==> config.mk <==
export PLATFORM = sky130hd
export DESIGN_NAME = rob_commit_unit
export DESIGN_NICKNAME = d
export VERILOG_FILES = /design/src/rtl/rob_pkg.sv /design/src/rtl/rob_ctrl.sv /design/src/rtl/rob_datapath.sv /design/src/rtl/rob_commit_unit.sv
export SDC_FILE = /design/constraint.sdc
export NUM_CORES = 1
export LEC_CHECK = 0
export ABC_CLOCK_PERIOD_IN_PS = 5000
export BUFFER_PORTS_ARGS = -buffer_cell sky130_fd_sc_hd__buf_2
export CORE_MARGIN = 2
export CORE_UTILIZATION = 25
export CTS_CLUSTER_DIAMETER = 30
export DETAILED_ROUTE_END_ITERATION = 6
export PLACE_DENSITY = 0.35
export SETUP_SLACK_MARGIN = 0.2
export SYNTH_ARGS = -nofsm -noshare
export SYNTH_HDL_FRONTEND = slang
export SYNTH_SLANG_ARGS = --single-unit
==> constraint.sdc <==
create_clock -name clk -period 5 [get_ports clk]
set_clock_uncertainty 0.15 [all_clocks]
set_input_delay 0.75 -clock clk [delete_from_list [all_inputs] [get_ports clk]]
set_output_delay 0.75 -clock clk [all_outputs]
set_load 0.02 [all_outputs]
==> src/rtl/rob_pkg.sv <==
package rob_pkg;

  typedef enum logic [1:0] {
    KIND_REG    = 2'b00,
    KIND_STORE  = 2'b01,
    KIND_BRANCH = 2'b10
  } robKind_e;

  // Strobes from control to storage, one cycle each.
  typedef struct packed {
    logic alloc;
    logic retire;
    logic flush;
  } robStrobe_t;

endpackage

==> src/rtl/rob_ctrl.sv <==
module rob_ctrl
  import rob_pkg::*;
#(
  parameter int DEPTH = 16,
  localparam int IDX_W = $clog2(DEPTH),
  localparam int CNT_W = $clog2(DEPTH + 1)
) (
  input  logic             clk,
  input  logic             rst_n,
  input  logic             issueValid,
  input  logic             headValid,
  input  logic             headReady,
  input  robKind_e         headKind,
  input  logic             headMispredict,
  output robStrobe_t       strobe,
  output logic [IDX_W-1:0] tailIdx,
  output logic [IDX_W-1:0] headIdx,
  output logic             issueReady,
  output logic             robEmpty
);

  localparam logic [CNT_W-1:0] FULL_CNT = CNT_W'(DEPTH);
  localparam logic [IDX_W-1:0] LAST_IDX = IDX_W'(DEPTH - 1);

  logic [CNT_W-1:0] occCount;
  logic             isFull;
  logic             retireNow;
  logic             flushNow;
  logic             allocNow;

  assign isFull     = (occCount == FULL_CNT);
  assign robEmpty   = (occCount == '0);
  assign issueReady = !isFull;

  assign retireNow = !robEmpty && headValid && headReady;
  assign flushNow  = retireNow && (headKind == KIND_BRANCH) && headMispredict;
  assign allocNow  = issueValid && !isFull && !flushNow;

  assign strobe.alloc  = allocNow;
  assign strobe.retire = retireNow && !flushNow;
  assign strobe.flush  = flushNow;

  function automatic logic [IDX_W-1:0] bump(input logic [IDX_W-1:0] p);
    return (p == LAST_IDX) ? '0 : p + 1'b1;
  endfunction

  always_ff @(posedge clk) begin
    if (!rst_n) begin
      headIdx  <= '0;
      tailIdx  <= '0;
      occCount <= '0;
    end else if (flushNow) begin
      headIdx  <= '0;
      tailIdx  <= '0;
      occCount <= '0;
    end else begin
      if (allocNow) tailIdx <= bump(tailIdx);
      if (retireNow) headIdx <= bump(headIdx);
      case ({allocNow, retireNow})
        2'b10:   occCount <= occCount + 1'b1;
        2'b01:   occCount <= occCount - 1'b1;
        default: occCount <= occCount;
      endcase
    end
  end

  p_count_bound_r2: assert property (@(posedge clk) disable iff (!rst_n)
    occCount <= FULL_CNT);

  p_full_blocks_r2: assert property (@(posedge clk) disable iff (!rst_n)
    $past(isFull) && !$past(retireNow) |-> tailIdx == $past(tailIdx) || robEmpty);

  p_head_order_r4: assert property (@(posedge clk) disable iff (!rst_n)
    $past(strobe.retire) |-> headIdx == bump($past(headIdx)));

  p_flush_empty_r9: assert property (@(posedge clk) disable iff (!rst_n)
    strobe.flush |=> robEmpty && headIdx == '0 && tailIdx == '0);

endmodule

==> src/rtl/rob_datapath.sv <==
module rob_datapath
  import rob_pkg::*;
#(
  parameter int DEPTH  = 16,
  parameter int REG_W  = 5,
  parameter int DATA_W = 32,
  localparam int IDX_W = $clog2(DEPTH)
) (
  input  logic              clk,
  input  logic              rst_n,
  input  robStrobe_t        strobe,
  input  logic [IDX_W-1:0]  tailIdx,
  input  logic [IDX_W-1:0]  headIdx,
  input  robKind_e          allocKind,
  input  logic [REG_W-1:0]  allocDest,
  input  logic              cdbValid,
  input  logic [IDX_W-1:0]  cdbTag,
  input  logic [DATA_W-1:0] cdbValue,
  input  logic [DATA_W-1:0] cdbAux,
  input  logic              cdbMispredict,
  output logic              headValid,
  output logic              headReady,
  output robKind_e          headKind,
  output logic [REG_W-1:0]  headDest,
  output logic [DATA_W-1:0] headValue,
  output logic [DATA_W-1:0] headAux,
  output logic              headMispredict
);

  logic [DEPTH-1:0]  slotValid;
  logic [DEPTH-1:0]  slotReady;
  logic [DEPTH-1:0]  slotMiss;
  robKind_e          slotKind  [DEPTH];
  logic [REG_W-1:0]  slotDest  [DEPTH];
  logic [DATA_W-1:0] slotValue [DEPTH];
  logic [DATA_W-1:0] slotAux   [DEPTH];

  for (genvar gi = 0; gi < DEPTH; gi++) begin : g_slot
    logic allocHit;
    logic retireHit;
    logic cdbHit;
    assign allocHit  = strobe.alloc  && (tailIdx == IDX_W'(gi));
    assign retireHit = strobe.retire && (headIdx == IDX_W'(gi));
    assign cdbHit    = cdbValid && (cdbTag == IDX_W'(gi)) && slotValid[gi];

    always_ff @(posedge clk) begin
      if (!rst_n || strobe.flush) begin
        slotValid[gi] <= 1'b0;
        slotReady[gi] <= 1'b0;
        slotMiss[gi]  <= 1'b0;
      end else if (allocHit) begin
        slotValid[gi] <= 1'b1;
        slotReady[gi] <= 1'b0;
        slotMiss[gi]  <= 1'b0;
      end else if (retireHit) begin
        slotValid[gi] <= 1'b0;
        slotReady[gi] <= 1'b0;
      end else if (cdbHit) begin
        slotReady[gi] <= 1'b1;
        slotMiss[gi]  <= cdbMispredict;
      end
    end

    always_ff @(posedge clk) begin
      if (allocHit) begin
        slotKind[gi] <= allocKind;
        slotDest[gi] <= allocDest;
      end
      if (cdbHit) begin
        slotValue[gi] <= cdbValue;
        slotAux[gi]   <= cdbAux;
      end
    end
  end

  assign headValid      = slotValid[headIdx];
  assign headReady      = slotReady[headIdx];
  assign headKind       = slotKind[headIdx];
  assign headDest       = slotDest[headIdx];
  assign headValue      = slotValue[headIdx];
  assign headAux        = slotAux[headIdx];
  assign headMispredict = slotMiss[headIdx];

  p_alloc_free_slot_r2: assert property (@(posedge clk) disable iff (!rst_n)
    strobe.alloc |-> !slotValid[tailIdx]);

  p_retire_from_live_r4: assert property (@(posedge clk) disable iff (!rst_n)
    (strobe.retire || strobe.flush) |-> headValid && headReady);

  p_cdb_marks_ready_r3: assert property (@(posedge clk) disable iff (!rst_n)
    cdbValid && slotValid[cdbTag] && !strobe.flush && !strobe.retire |=> slotReady[$past(cdbTag)]);

endmodule

==> src/rtl/rob_commit_unit.sv <==
module rob_commit_unit
  import rob_pkg::*;
#(
  parameter int DEPTH  = 16,
  parameter int REG_W  = 5,
  parameter int DATA_W = 32,
  localparam int IDX_W = $clog2(DEPTH)
) (
  input  logic              clk,
  input  logic              rst_n,
  input  logic              issueValid,
  input  logic [1:0]        issueKind,
  input  logic [REG_W-1:0]  issueDest,
  output logic              issueReady,
  output logic [IDX_W-1:0]  issueTag,
  input  logic              cdbValid,
  input  logic [IDX_W-1:0]  cdbTag,
  input  logic [DATA_W-1:0] cdbValue,
  input  logic [DATA_W-1:0] cdbAux,
  input  logic              cdbMispredict,
  output logic              regWrEn,
  output logic [REG_W-1:0]  regWrIdx,
  output logic [DATA_W-1:0] regWrData,
  output logic              memWrEn,
  output logic [DATA_W-1:0] memWrAddr,
  output logic [DATA_W-1:0] memWrData,
  output logic              redirectValid,
  output logic [DATA_W-1:0] redirectPc,
  output logic              robEmpty
);

  robStrobe_t        strobe;
  logic [IDX_W-1:0]  tailIdx;
  logic [IDX_W-1:0]  headIdx;
  logic              headValid;
  logic              headReady;
  robKind_e          headKind;
  logic [REG_W-1:0]  headDest;
  logic [DATA_W-1:0] headValue;
  logic [DATA_W-1:0] headAux;
  logic              headMispredict;

  rob_ctrl #(.DEPTH(DEPTH)) u_ctrl (
    .clk(clk), .rst_n(rst_n), .issueValid(issueValid),
    .headValid(headValid), .headReady(headReady), .headKind(headKind),
    .headMispredict(headMispredict), .strobe(strobe), .tailIdx(tailIdx),
    .headIdx(headIdx), .issueReady(issueReady), .robEmpty(robEmpty)
  );

  rob_datapath #(.DEPTH(DEPTH), .REG_W(REG_W), .DATA_W(DATA_W)) u_data (
    .clk(clk), .rst_n(rst_n), .strobe(strobe), .tailIdx(tailIdx),
    .headIdx(headIdx), .allocKind(robKind_e'(issueKind)), .allocDest(issueDest),
    .cdbValid(cdbValid), .cdbTag(cdbTag), .cdbValue(cdbValue), .cdbAux(cdbAux),
    .cdbMispredict(cdbMispredict), .headValid(headValid), .headReady(headReady),
    .headKind(headKind), .headDest(headDest), .headValue(headValue),
    .headAux(headAux), .headMispredict(headMispredict)
  );

  assign issueTag      = tailIdx;
  assign regWrEn       = strobe.retire && (headKind == KIND_REG);
  assign regWrIdx      = headDest;
  assign regWrData     = headValue;
  assign memWrEn       = strobe.retire && (headKind == KIND_STORE);
  assign memWrAddr     = headAux;
  assign memWrData     = headValue;
  assign redirectValid = strobe.flush;
  assign redirectPc    = headAux;

  p_single_action_r10: assert property (@(posedge clk) disable iff (!rst_n)
    $onehot0({regWrEn, memWrEn, redirectValid}));

  p_redirect_empties_r9: assert property (@(posedge clk) disable iff (!rst_n)
    redirectValid |=> robEmpty && !regWrEn && !memWrEn);

endmodule

Word level (Yosys, flattened, before mapping) --
Memory sizes are Yosys's and may differ from the RTL's. A register that Yosys moved wholly into a read port is not among the register bits. Cells that the tools add are included.
Operators by class: bitwise operators 17, equality and inequality tests 50, mux-type cells 293, $lt $le $gt $ge 1, add/subtract/negate cells 4, reductions and logical operators 209
Operators with widths (number):
- 32-bit 2-to-1 mux | 30
- 32-bit OR reduction | 30
- 4-bit 2-to-1 mux | 70
- 1-bit 2-to-1 mux | 159
- 4-bit equality test (second input constant) | 24
- 5-bit 2-to-1 mux | 15
- 5-bit OR reduction | 15
- 1-bit logical AND | 73
- 2-bit OR reduction | 32
- 4-bit by 3-bit equality test with 1-bit output (second input constant) | 12
- 3-bit OR reduction | 16
- 2-bit nonzero test | 17
- 2-bit AND reduction | 16
- 2-bit 2-to-1 mux | 15
- 4-bit by 2-bit equality test with 1-bit output (second input constant) | 6
- 1-bit NOT | 17
- 1-bit binary-select mux with 4-bit select | 3
- 4-bit by 1-bit equality test with 1-bit output (second input constant) | 3
- 4-bit logical NOT | 3
- 5-bit one-hot mux with 2 select lines | 1
- 4-bit by 1-bit adder with 4-bit output (second input constant) | 2
- 5-bit by 1-bit adder with 5-bit output (second input constant) | 1
- 5-bit equality test (second input constant) | 1
- 5-bit logical NOT | 1
- 7 further kinds | 12
Storage, ports and cells: word-level logic and storage cells 629, memories 4, output and inout port bits 142, register bits 61, RAM bits 1136
Memories:
- u_data.slotAux | words 16, width 32, read ports 1, clocked after memory_dff 1, write ports 1, line rob_datapath.sv:36 | logic [DATA_W-1:0] slotAux [DEPTH];
- u_data.slotValue | words 16, width 32, read ports 1, clocked after memory_dff 1, write ports 1, line rob_datapath.sv:35 | logic [DATA_W-1:0] slotValue [DEPTH];
- u_data.slotDest | words 16, width 5, read ports 1, clocked after memory_dff 1, write ports 1, line rob_datapath.sv:34 | logic [REG_W-1:0] slotDest [DEPTH];
- u_data.slotKind | words 16, width 2, read ports 1, clocked after memory_dff 1, write ports 1, line rob_datapath.sv:33 | robKind_e slotKind [DEPTH];

Depth between registers and ports, before layout --
word-level depth 27, depth in mapped cells 19, mapped depth without buffers 16

Hierarchy --
A second synthesis with hierarchy kept.
Unflattened totals: cell total of the unflattened synthesis 2178, area total of the unflattened synthesis 46163.0 um^2
By module, submodules not included:
- rob_datapath | area an instance 44833.0 um^2, cells an instance 2019, times used 1
- rob_ctrl | area an instance 828.3 um^2, cells an instance 93, times used 1
- rob_commit_unit | area an instance 501.7 um^2, cells an instance 66, times used 1

Worst setup path before layout --
Ideal clock, no wire load.
path kind register -> register, start register u_ctrl.headIdx[0], end register u_ctrl.occCount[4], path buffers 2, cell stages (with the launch flop) 17, slack 1179 ps, arrival time 3601 ps, clock period less this slack 3821 ps, setup time 70 ps, path through dfxtp_1 -> buf_2 -> mux4_2 -> a22o_1 -> o311a_2 -> a21oi_1 -> inv_1 -> ha_1 -> clkbuf_1 -> xor2_1 -> ha_1 -> inv_1 -> o21ai_0 -> a21oi_1 -> nor2_1 -> or3_1 -> a21oi_1
On the way: longest elaborated chain between the ends 10, elaborated cells on any way between the ends 17, those cells by class eq/ne (2); mux (7); reduce/logical (8)
RTL lines:
- from (decl) | line rob_ctrl.sv:17 | output logic [IDX_W-1:0] headIdx,
- from (signal assigned) | line rob_ctrl.sv:58 | if (retireNow) headIdx <= bump(headIdx);
- 1-bit binary-select mux with 4-bit select | line rob_datapath.sv:76 | assign headValid = slotValid[headIdx];
- 1-bit 2-to-1 mux (not written as such) | line rob_datapath.sv:76
- 1-bit logical AND (2 in series) | line rob_ctrl.sv:35 | assign retireNow = !robEmpty && headValid && headReady;
- 1-bit logical AND (2 in series) | line rob_ctrl.sv:36 | assign flushNow = retireNow && (headKind == KIND_BRANCH) && headMispredict;
- 1-bit logical NOT | line rob_ctrl.sv:37 | assign allocNow = issueValid && !isFull && !flushNow;
- 1-bit logical AND | line rob_ctrl.sv:37
- 2-bit by 1-bit equality test with 1-bit output or 2-bit equality test (tied branches) | line rob_ctrl.sv:59 | case ({allocNow, retireNow})
- 5-bit one-hot mux with 2 select lines or 2-bit nonzero test (tied branches)
- to (signal assigned) | line rob_ctrl.sv:60 | 2'b10: occCount <= occCount + 1'b1;
- to (signal assigned) | line rob_ctrl.sv:61 | 2'b01: occCount <= occCount - 1'b1;
- to (signal assigned) | line rob_ctrl.sv:62 | default: occCount <= occCount;
- to (decl) | line rob_ctrl.sv:25 | logic [CNT_W-1:0] occCount;
Parallel ways exist; a longest one is shown, timed or not. The select of a mux whose other input is x is not followed. A chain may end at the register's enable or synchronous reset.

==> results_dict.tcl <==
set metrics [dict create \
    die_y_um 435 \
    ir_drop_v 0.000266 \
    cp-start-kind "flip-flop" \
    wl_mm 136 \
    fmax_mhz 220 \
    fin_total_pwr_mw 31.1 \
    path_class "reg -> out" \
    fill_cells 17600 \
    nets 2580 \
    worstPathArrival_ns 3.65 \
    min_path_type "in -> reg" \
    area_delta_synth_final_pct 31.4 \
    core_um2 185000 \
    drive_gt1_share_pct 42.0 \
    synth_cell_type_count 51 \
    cts_sinks 1201 \
    fin_crit_ns 4.55 \
    grtUsageTotal_pct 14.2 \
    synth_cells 2051 \
    cts.htree.levels 5 \
    power.internal_mw 25.0 \
    cts-root-buf "clkbuf_16" \
    synthArstFlopShare_pct 0 \
    fin_util_pct 33.0 \
    syn_area_per_cell_um2 22.7 \
    p_switching_mw 6.03 \
    synthTopCellsByArea "edfxtp_1 73%, mux4_2 18%, dfxtp_1 2.8%" \
    fin_crit_sh_pct 91.0 \
    rsz0062_at_grt "yes" \
    timing.slew.headroom_pct 26.2 \
    setup_viol 0 \
    place_hpwl_mm 70.2 \
    cts_buffers 325 \
    final_cell_mix "1,136 x edfxtp_1, 362 x mux4_2, 332 x clkbuf_16, 221 x buf_2, 61 x dfxtp_1" \
    synth_seq_area_share_pct 76.2 \
    wl_per_cell_um 26.1 \
    antenna_found_initial 28 \
    cts_hold_buf 0 \
    via_per_inst 4.43 \
    cts_tree "done" \
    regArea_um2 35400 \
    status "finished, final reports clean" \
    insertion_delay_ns 0.89 \
    power_leakage_nw 19.6 \
    io_pins 222 \
    clk_path_buf_depth 4 \
    dr.pass1.iters 7 \
    grt_overflow 0 \
    pwr-share-comb_pct 0.9 \
    multiInputGateArea_um2 10200 \
    synthFlopType "edfxtp_1" \
    drt-initial-drc-count 1620 \
    min_to "u_data.slotAux[2][1]$_DFFE_PP_" \
    yosysWarnings 0 \
    path_max_fanout 41 \
    drv_slew 0 \
    pwr-share-seq_pct 35.6 \
    hold_depth 1 \
    fin_hold_ws_ns 0.0872 \
    rr_endpoint "u_ctrl.occCount[4]$_SDFFE_PP0P_" \
    grt_pass1_wl_mm 192 \
    antenna_left 0 \
    port_buffers 221 \
    drcViolationCount 0 \
    crit_path_end_kind "output pin" \
    final_area_um2 61100 \
    synth_edf_count 1136 \
    cap_violations 0 \
    synth_top_area_share_pct 73.4 \
    syn_nets 2142 \
    worstPathRequired_ns 4.10 \
    dieArea_um2 189000 \
    p_per_area_nw_per_um2 508 \
    layout_commonest_cell "edfxtp_1" \
    reg2reg_depth 14 \
    gp_congestion 0.730 \
    worst_slew_pin_slew_ns 1.11 \
    path_clk_slew_ns 0.05 \
    hold_viol_final 0 \
    power_frac_clock_pct 63.5 \
    grt_pass1_vias 26100 \
    place_area_um2 50500 \
    die_w_um 435 \
    row_count 158 \
    synth_top_area_cell "edfxtp_1" \
    sw_frac_of_total_pct 19.4 \
    syn-cell-area_um2 46500 \
    start_util_pct 25.1 \
    hold_start "cdbAux[1]" \
    ys_seq_elements 1201 \
    tns_ns 0 \
    grt_start_max_net_pins 138 \
    post_cts_buffers 0 \
    rrSetupSlack_ns 0.92 \
    vias 23100 \
]
-- synth_stat cells (2+ instances only) --
library cell,number
a2111oi_0,2
a211oi_1,6
a21oi_1,29
a22oi_1,2
and2_1,4
and3_1,17
buf_1,8
buf_2,37
buf_4,65
clkbuf_1,56
dfxtp_1,65
edfxtp_1,1136
ha_1,11
inv_1,25
mux2_2,3
mux2i_1,19
mux4_2,362
nand2_1,41
nand2b_1,3
nand3_1,6
nand3b_1,3
nand4_1,4
nor2_1,20
nor2b_1,11
nor3_1,30
nor3_2,2
nor3b_1,2
nor4_1,2
o21ai_0,19
o221ai_1,2
o22ai_1,17
o31a_1,12
o31ai_1,2
o31ai_2,3
or3_1,2
xnor2_1,5
xor2_1,4
-- registers in the layout, summed over array words and instances (netlist names), 5 cells and up, named ones only --
register          cells
u_data.slotAux      512
u_data.slotValue    512
u_data.slotDest      80
u_data.slotKind      32
u_data.slotMiss      16
u_data.slotReady     16
u_data.slotValid     16
u_ctrl.occCount       5
-- worst max path at each step --
stage / end / from
after floorplan: u_ctrl.occCount[4]$_SDFFE_PP0P_ / u_ctrl.headIdx[0]$_SDFFE_PP0N_
after global placement: memWrAddr[9] / flip-flop
after detailed placement: redirectPc[9] / flip-flop
after CTS: memWrAddr[0] / flip-flop
after global routing: memWrData[13] / flip-flop
final: memWrData[13] / flip-flop
-- cells by family (layout without fill, tap and decap cells) --
kind of cell,Yosys count,count (layout),share of synthesized area [%]
xor+xnor,9,9,0.170
flops,1201,1201,76.2
simple gates,152,152,1.67
buf+inv,192,868,2.19
other cells,0,5,0
fa+ha+maj,11,11,0.296
mux,384,384,18.0
compound gates,102,102,1.49
-- worst max-delay path, cell delays in order (launching register included) --
cell and delay (ns):
dfxtp_4 0.59, buf_16 0.42, clkbuf_16 0.39, mux4_2 0.54
mux4_2 0.54, buf_2 0.19
-- power by group through the flow --
stage	logic (mW)	registers [mW]	clock network, mW
after floorplan	0.0836	11.2	0
after global placement	0.270	11.2	0
after detailed placement	0.284	11.2	0
after CTS	0.286	11.1	20.1
after global routing	0.312	11.1	20.7
final	0.278	11.1	19.7
-- repair_timing --
item	in CTS	in global routing
gates cloned	1	2
setup endpoints to repair	92	67
resized for setup	7	3
-- layer usage --
layer  global-route usage, %  up-vias  part of all wire (%)
li1                        -     9652                     -
met1                    17.8    12500                    43
met2                    23.6      677                    50
met3                    3.50      286                   4.6
met4                    5.62       10                   3.1
met5                       0        -                 0.040
-- metrics by stage --
stage	instances	worst slack (ns)
floorplan	2051	1.18
global placement	4639	0.833
detailed placement	4639	0.824
CTS	5205	0.148
global route	5212	0.186
finish	5212	0.450
-- final cells by class --
cell class | instances | area share (%)
Antenna cell | 5 | 0.0205
Clock buffer | 381 | 13.9
Clock inverter | 184 | 3.23
Inverter | 25 | 0.154
Multi-Input combinational cell | 658 | 16.6
Sequential cell | 1201 | 58.0
Tap cell | 2480 | 5.08
Timing Repair Buffer | 278 | 3.01
Power figures use the tool's default switching activity.
